### src/rtl/useq_pkg.sv
package useq_pkg;

    localparam int ADDR_W  = 6;
    localparam int CTL_W   = 12;
    localparam int MODE_W  = 4;
    localparam int NCOND   = 2;
    localparam int DEPTH   = 1 << ADDR_W;

    typedef enum logic [1:0] {
        SEL_NEXT = 2'b00,
        SEL_JUMP = 2'b01,
        SEL_IF0  = 2'b10,
        SEL_IF1  = 2'b11
    } br_sel_e;

    typedef struct packed {
        logic [CTL_W-1:0]  ctl;
        logic              mode_ld;
        br_sel_e           sel;
        logic [ADDR_W-1:0] jaddr;
    } uword_t;

    localparam int WORD_W = $bits(uword_t);

    typedef struct packed {
        logic [ADDR_W-1:0] pc;
        logic [MODE_W-1:0] mode;
        logic [NCOND-1:0]  cond;
    } seq_state_t;

endpackage

### src/rtl/useq_rom.sv
module useq_rom
    import useq_pkg::*;
(
    input  logic [ADDR_W-1:0] addr,
    output uword_t            word
);

    // Microprogram: a wait loop on flag 0, a wait loop on flag 1,
    // and a tail that runs through the top of the address space.
    function automatic uword_t entry(input logic [ADDR_W-1:0] a);
        uword_t w;
        w.ctl     = CTL_W'(a);
        w.mode_ld = 1'b0;
        w.sel     = SEL_NEXT;
        w.jaddr   = '0;
        case (int'(a))
            1: begin
                w.ctl     = CTL_W'(12'h0A5);
                w.mode_ld = 1'b1;
            end
            2: begin
                w.sel   = SEL_IF0;
                w.jaddr = ADDR_W'(5);
            end
            3: begin
                w.sel   = SEL_JUMP;
                w.jaddr = ADDR_W'(2);
            end
            5: begin
                w.ctl     = CTL_W'(12'h05C);
                w.mode_ld = 1'b1;
            end
            6: begin
                w.sel   = SEL_IF1;
                w.jaddr = ADDR_W'(62);
            end
            7: begin
                w.sel   = SEL_JUMP;
                w.jaddr = ADDR_W'(6);
            end
            default: ;
        endcase
        return w;
    endfunction

    always_comb begin
        word = entry(addr);
    end

endmodule

### src/rtl/useq_nextaddr.sv
module useq_nextaddr
    import useq_pkg::*;
(
    input  logic [ADDR_W-1:0] pc_q,
    input  uword_t            word,
    input  logic [NCOND-1:0]  cond_q,
    output logic [ADDR_W-1:0] pc_next
);

    logic [ADDR_W-1:0] pc_inc;
    logic              take;

    // incrementer wraps naturally at the top of the address space
    always_comb begin
        pc_inc = pc_q + ADDR_W'(1);
    end

    always_comb begin
        case (word.sel)
            SEL_NEXT: take = 1'b0;
            SEL_JUMP: take = 1'b1;
            SEL_IF0:  take = cond_q[0];
            SEL_IF1:  take = cond_q[NCOND-1];
            default:  take = 1'b0;
        endcase
        pc_next = take ? word.jaddr : pc_inc;
    end

endmodule

### src/rtl/useq_ctrl.sv
module useq_ctrl
    import useq_pkg::*;
(
    input  logic              clk,
    input  logic              rst,
    input  logic [NCOND-1:0]  cond_in,
    output logic [CTL_W-1:0]  ctl_out,
    output logic [MODE_W-1:0] mode_out,
    output logic [ADDR_W-1:0] upc_out
);

    seq_state_t        st_d, st_q;
    uword_t            cur_word;
    logic [ADDR_W-1:0] pc_next;
    logic [NCOND-1:0]  cond_q;

    useq_rom i_rom (
        .addr (st_q.pc),
        .word (cur_word)
    );

    useq_nextaddr i_next (
        .pc_q    (st_q.pc),
        .word    (cur_word),
        .cond_q  (st_q.cond),
        .pc_next (pc_next)
    );

    always_comb begin
        st_d      = st_q;
        st_d.pc   = pc_next;
        st_d.cond = cond_in;
        if (cur_word.mode_ld) begin
            st_d.mode = cur_word.ctl[MODE_W-1:0];
        end
        if (rst) begin
            st_d = '0;
        end
    end

    always_ff @(posedge clk) begin
        st_q <= st_d;
    end

    assign cond_q   = st_q.cond;
    assign ctl_out  = cur_word.ctl;
    assign mode_out = st_q.mode;
    assign upc_out  = st_q.pc;

endmodule

### config.mk
export PLATFORM = sky130hd
export DESIGN_NAME = useq_ctrl
export DESIGN_NICKNAME = d
export VERILOG_FILES = /design/src/rtl/useq_pkg.sv /design/src/rtl/useq_rom.sv /design/src/rtl/useq_nextaddr.sv /design/src/rtl/useq_ctrl.sv
export SDC_FILE = /design/constraint.sdc
export NUM_CORES = 1
export LEC_CHECK = 0
export BUFFER_PORTS_ARGS = -buffer_cell sky130_fd_sc_hd__buf_2
export CAP_MARGIN = 25
export CORE_UTILIZATION = 30
export CTS_BUF_LIST = sky130_fd_sc_hd__clkbuf_4 sky130_fd_sc_hd__clkbuf_8
export DETAILED_ROUTE_END_ITERATION = 16
export GPL_ROUTABILITY_DRIVEN = 0
export PLACE_DENSITY = 0.51
export SKIP_LAST_GASP = 1
export SYNTH_ARGS = -nofsm -noshare
export SYNTH_HDL_FRONTEND = slang
export SYNTH_SLANG_ARGS = --single-unit
### constraint.sdc
create_clock -name clk -period 2.35 [get_ports clk]
set_input_delay 0.47 -clock clk [delete_from_list [all_inputs] [get_ports clk]]
set_output_delay 0.47 -clock clk [all_outputs]
set_load 0.02 [all_outputs]
==> out/results.txt, run 1 <==
The flow ran to the end, and the final reports show no timing, DRC or antenna violations. The top-area cell type share of the netlist area was 0.3542. The count of cell instances traversed by the critical path is 6, and the count of unresolved DRC violations after routing is 0. The number of gates resized after CTS was 0.

The die covers 0.002455 mm2. The logs give 0.4075 for the post-layout utilization of the core and 3 for the total clock buffers created by CTS. Maximum fanout along the worst path: 5. The die extent in x came out at 49.55 um. The signal on the critical path passes through inv_1 > ha_1 > or4b_4 > nor2_1 > or2_2 > buf_2. Entering global routing, the biggest net connects 16 pins. The clock tree root buffer cell was clkbuf_4.

The worst register-to-register path has a depth of 5. The run gives 0 as the initial antenna violation count. The met1 usage in global routing is 0.1479, and the fraction of layout cells with a size suffix above 1 is 0.3267. The clock edge transition at the registers on the reported setup and hold paths was 80 ps; the number of enable-type register cells in the synthesized netlist was 0. By area the synthesized netlist is led by dfxtp_1 35%, ha_1 5.5%, a21oi_1 4.4%. The count of final hold-check violations is 0.

Initial standard-cell utilization of the core: 0.3321. The kind of capture point of the worst setup path is a primary output. Count of mapped cells out of synthesis: 79. The final clock period utilization by the worst path was 0.9359; the count of routing violations after the opening detailed-route iteration was 4. In this run the post-CTS setup repair buffer count came out at 0. Part of the power in combinational logic: 0.410. The internal power of the cells totals 0.0004409 W. Of all cell types, the one taking the most synthesized area is dfxtp_1. The tools report the met2 capacity usage during global routing as 0.2117. Setup repair after global routing left no endpoint under its margin. In the final routed layout, each cell accounts on average for 11.16 um. The clock passes through at most 2 buffers.

The tools report the number of top-level pins as 26. The number of instances in the placed design was 124. For this run the aggregate overflow at the end of global routing stands at 0. The worst path in the final design needs a cycle of 2199 ps, including I/O delays and setup.

For the wire length of the first global-routing pass, the log shows 2.359 mm. Level count of the clock H-tree: 1. After detailed routing, the number of vias per cell comes to 4.594. The register bit total from synthesis was 12. The layout overhead on the synthesized area came out at 22.69%.

STA classifies the critical path startpoint as a flip-flop. Net switching share of the total power: 0.3881. TritonCTS built the clock tree. Yosys printed 0 warnings. Dividing total power by cell area gives a power density of 866.0 mW/mm2. The logs give 0 for the final antenna diode count and 0 for the number of violations of the max-capacitance limit. The number of buffers and inverters on the critical path is 2. The number of port buffers is 21. At the later pin of the worst-skew pair, clock insertion delay measures 270 ps. Global-route layer with the greatest usage: met2. The classification of the worst setup path was flip-flop to primary output. The tools report the number of rows in the core area as 16.

The mapped netlist covers 678.2 um2. After legalization and detailed placement, the total HPWL measured 1.033 mm. Tracing the worst setup path back leads to its startpoint at upc_out[1].

Counting instances, the worst hold path has a depth of 2. Overall power consumption after layout is estimated at 0.0007205 W. Setup violations remaining at the end of the flow were counted as 0. Before CTS, the worst setup slack after placement is 383.6 ps.

The combined global-route utilization of all metal layers was 0.1229; the final non-filler cell total was 128. For this design, the sink count on the clock tree is 12. The setup clock skew after layout was 1.719 ps. The tools report the worst endpoint data arrival time as 1730 ps. The global routing met3 resource utilization was 0.01852. The slowest stage of the critical path belongs to the cell or4b_4. Wires add up to 1.429 mm.

The detail route stage leaves a number of antenna-violating nets equal to 0. The worst hold path belongs to the class input pin to flip-flop. Broken down by cell family, the worst path's largest delay share belongs to simple AND/OR/NAND/NOR gates. The floorplan step set the die height to 49.55 um. The async set-or-reset flop fraction in the synthesized netlist works out to 0. In this run the static leakage power is 0.3991 nW. The run gives 546 as the via count of the first global-routing pass.

The sequential area share after synthesis is 0.3542. The fraction of power consumed by sequential logic was 0.355; the proportion of power drawn by the clock network was 0.235. STA puts the critical path data required time at 1880 ps. For the maximum clock rate, the log shows 454.7 MHz. The summed negative setup slack over all endpoints was 0 ps; the max-slew violation count was 0.

A synthesized cell averages 8.584 um2. After clock tree synthesis, the flow added hold-fix buffers numbering 0. In the synthesized netlist the dominant register cell turns out to be dfxtp_1. The number of optimization iterations in the first detailed-route pass came out at 4. The via count is 588, and the area of the placeable core is 0.002042 mm2. Delay contributed by the slowest stage of the critical path: 480 ps. In this run, distinct cell masters in the synthesized netlist total 31.

In this run the power spent charging and discharging nets is 0.0002796 W. The startpoint of the worst-slack reg-to-reg timing path is upc_out[0]. The tools report the origin of the worst min-delay path as cond_in[1]. The worst-case IR drop observed on VDD is 0.0004430 V.

The worst path meets setup with 150.6 ps of slack. The final layout contains 109 nets.
==> cell type report <==
| cell class | instances | area [um2] |
|---|---|---|
| Clock buffer | 4 | 36.28 |
| Sequential cell | 12 | 241.5 |
| Multi-Input combinational cell | 57 | 381.6 |
| Inverter | 5 | 18.77 |
| Fill cell | 219 | 1210 |
| Timing Repair Buffer | 23 | 120.1 |
| Tap cell | 27 | 33.78 |
==> sequential cells by signal, summed over array words and instances (netlist names) <==
name and flops:
cond_q 2, mode_out 4, upc_out 6
==> power by group through the flow <==
stage / clock network (W) / logic [W] / registers [W]
2_1_floorplan: 0 / 0.000185 / 0.000282
5_1_grt: 0.000179 / 0.000325 / 0.000262
3_5_place_dp: 0 / 0.000290 / 0.000261
3_3_place_gp: 0 / 0.000291 / 0.000259
4_1_cts: 0.000171 / 0.000292 / 0.000255
6_report: 0.000169 / 0.000295 / 0.000256
==> final timing paths <==
check	slack, ps	to
setup / recovery	150	ctl_out[5]
hold / removal	400	cond_q[1]
hold reg to reg	460	mode_out[3]
setup reg to reg	490	upc_out[0]
==> worst register-to-register path, delay by kind of cell, from the launching register on <==
kind                     cells  cell delay, ps
flip-flops                   1             380
adder cells (fa/ha/maj)      1             310
buffers and inverters        1              70
multiplexers                 2             690
AO/OA/AOI/OAI                1             290
==> placed cells by master, fill, tap and decap left out, types with 3 or more instances in the layout <==
master | synthesis | routed
nor3_1 | 3 | 3
nand2_1 | 5 | 5
a21oi_1 | 6 | 6
nand2b_1 | 4 | 4
conb_1 | 1 | 4
ha_1 | 3 | 3
nor2_1 | 6 | 6
buf_2 | 0 | 21
dfxtp_1 | 12 | 11
inv_1 | 5 | 5
clkbuf_4 | 0 | 3
==> synth_stat cells, drive strengths merged, types with 2 or more instances <==
| library cell | instances |
|---|---|
| a21oi | 6 |
| xor2 | 2 |
| nand3 | 2 |
| clkbuf | 3 |
| nand2 | 5 |
| nor3b | 2 |
| ha | 3 |
| o21ai | 2 |
| buf | 5 |
| dfxtp | 12 |
| or3 | 2 |
| nor2b | 2 |
| nor3 | 3 |
| nand2b | 4 |
| nor2 | 6 |
| mux2 | 2 |
| inv | 5 |
| or4b | 2 |
==> metal layers <==
metal / part of all wire / wire length [um]
met5: 0 / 0
met3: 0.034 / 49
met1: 0.50 / 715
met2: 0.45 / 649
met4: 0.0098 / 14
==> through the flow <==
stage	hold slack, ps	instance area [um2]
CTS	398.7	827.0
detailed placement	452.0	790.8
global placement	447.3	790.8
finish	400.8	832.0
floorplan	509.6	689.4
global route	423.7	832.0
==> kinds of logic after synthesis <==
logic type	after synthesis	synth area share
simple gates	32	0.2804
other cells	1	0.005530
buf+inv	13	0.1052
mux	2	0.03321
fa+ha+maj	3	0.05536
xor+xnor	2	0.02583
compound gates	14	0.1402
flops	12	0.3542
(Power assumes the default switching activity.)
==> inputs of run 2 (changes only) <==
- SETUP_SLACK_MARGIN: not set -> 0.3
==> run 2 against run 1 <==
  * Fmax grew 5.4%
  * Critical endpoint is now ctl_out[0]
  * Count of clock-buffer cells in the layout shrank 1
  * Hold slack better by 6.0 ps
  * Total power up 5.9%
  * Setup slack improved by 110 ps
  * First-iteration DRC count grew to 3.5 times the previous value
  * Register-to-register slack got worse by 70 ps
==> out/results.txt, run 2 (synthesis gave the netlist of run 1 again) <==
The flow ran to the end, and the final reports show no timing, DRC or antenna violations. The via count was 638. Data on the critical path arrives at its endpoint at 1620 ps. Setup repair after global routing could not meet its margin everywhere.

After global routing the overflow that remains totals 0. Leaving out fill and tap cells, the most frequent cell in the layout is buf_2. For this design, the sink count on the clock tree is 12. Die extent in x: 49.55 um. The level count of the clock H-tree was 1; the part of the power in combinational logic was 0.493.

The per-cell via count in the routed design is 4.870, and the internal power is 0.0004655 W. Remaining antenna violation count: 0. The clock passes through at most 2 buffers.

The delay contributed by the slowest stage of the critical path is 500 ps, and the final number of setup-violating endpoints is 0. The run gives 523 as the via count of the first global-routing pass. The final clock period utilization by the worst path was 0.8878.

After clock tree synthesis, the clock-pin slew on the worst setup and hold paths is 80 ps. Clock tree synthesis inserted a total of 3 buffers. For the area of the multi-input gates, the log shows 412.9 um2. The net switching power figure was 0.0002977 W.

The total power divided by cell area was 850.7 mW/mm2. The initial standard-cell utilization of the core was 0.3321; the later-pin clock latency in the skew report was 270 ps. Pin slew with the least headroom to its limit: 512.4 ps. The combined global-route utilization of all metal layers is 0.1203. The layout overhead on the synthesized area was 32.29%. The first detailed-routing pass ran for 4 iterations. TritonCTS built the clock tree. 0 antenna diodes ended up in the layout.

The height of the chip works out to 49.55 um. The total power after layout came out at 0.0007632 W. Summing all placed instances gives a cell area of 787.0 um2.

The cell sitting at the root of the clock tree is a clkbuf_4. After detailed routing, the number of remaining DRC violations is 0. The run gives 406.8 ps as the post-route worst hold slack. The minimum clock period after layout came out at 2086 ps. Flip-flop count of the largest register, all copies and words added: 6.

Dividing the detail-routed wire length by the instance count gives 11.02 um. Walking the worst path, the cells encountered are inv_4 > ha_4 > or4b_4 > a21oi_1 > buf_2. The logs give 0 for the initial antenna violation count and 0 for the max-slew violation count. Data on the critical path is required at its endpoint by 1880 ps. The first global-routing pass estimated 2.297 mm of wire. Summed over all nets, the half-perimeter wirelength after detailed placement is 1.034 mm. After routing the design area is 897.1 um2. In this run the core area contains 16 standard-cell rows.

Critical path launch point type: a flip-flop. On the critical path the largest part of the delay comes from simple AND/OR/NAND/NOR gates. The area of the placeable core was 0.002042 mm2.

The worst-path cell with the longest stage delay is or4b_4. Across the VDD grid, the largest voltage drop is 0.0005104 V. The number of hold buffers added after CTS was 0. The layout has 221 filler cells. The first routing iteration left 14 violations. In this run the most critical hold path is launched from cond_in[1].

The floorplan step defined a die boundary enclosing 0.002455 mm2. The kind of capture point of the worst setup path is a primary output. The critical path contains buffers and inverters numbering 2 combined. The net switching share of the total power is 0.3900. The worst setup path startpoint was upc_out[1]. The reported leakage power was 0.4191 nW; the total number of nets in the final design was 113.

The worst setup path is of the flip-flop to primary output kind. The maximum clock rate is 479.3 MHz. The setup clock skew after layout came out at 4.221 ps. The proportion of power drawn by the clock network is 0.167. The logs give 0.340 for the fraction of power consumed by sequential logic and 247.7 um2 for the total area of sequential cells. The min-delay analysis places its worst path in the category input pin to flip-flop.

Number of top-level pins: 26. The startpoint of the worst-slack reg-to-reg timing path was upc_out[0]. Adding up every negative setup slack in the final design gives 0 ps. The worst relative slew slack came out at 0.6579. The post-layout utilization of the core was 0.4393. In this run the tool buffered the top-level ports with 21 buffer cells.

The maximum fanout along the worst path was 4; the number of violations of the max-capacitance limit was 0. Wires add up to 1.444 mm. The fraction of layout cells with a size suffix above 1 was 0.3846.

The library cells used most frequently in the layout, excluding fill and tap cells, are 19 x buf_2, 10 x dfxtp_1, 7 x buf_4. The logs give 0 for the count of final hold-check violations and 16 for the largest net degree at the start of global routing.
run 2: final cells by class:
cell class	instances	area share
Multi-Input combinational cell	57	0.4603
Sequential cell	12	0.2762
Timing Repair Buffer	27	0.1771
Tap cell	27	0.03766
Clock buffer	3	0.02510
Inverter	5	0.02371
run 2: power by group through the flow:
stage / Sequential (W) / Combinational [W] / Clock, W
global route: 0.000263 / 0.000407 / 0.000140
floorplan: 0.000283 / 0.000187 / 0
detailed placement: 0.000263 / 0.000288 / 0
CTS: 0.000263 / 0.000362 / 0.000130
finish: 0.000259 / 0.000376 / 0.000127
global placement: 0.000260 / 0.000289 / 0
run 2: per-stage QoR:
step,worst slack (ps),cells
after floorplan,301.5,82
after global placement,438.6,123
after detailed placement,335.0,123
after CTS,223.6,130
after global routing,196.8,131
final,263.7,131
run 2: worst paths after layout:
check,end,slack (ps),cells after the start
max,ctl_out[0],260,5
min reg2reg,mode_out[2],470,2
min,cond_q[1],410,2
max reg2reg,upc_out[0],420,6
run 2: metal layers:
| metal | up-vias | track usage | wire, um |
|---|---|---|---|
| met4 | 0 | 0.05714 | 7 |
| met3 | 2 | 0.02469 | 81 |
| met2 | 24 | 0.1892 | 665 |
| met5 | - | 0 | 0 |
| li1 | 320 | - | - |
| met1 | 292 | 0.1551 | 690 |
run 2: what timing repair did:
action                                  CTS  global route
setup buffers                             4             1
resized for setup                        12             2
endpoints found under the setup margin    8             7
pin swaps                                 2             2
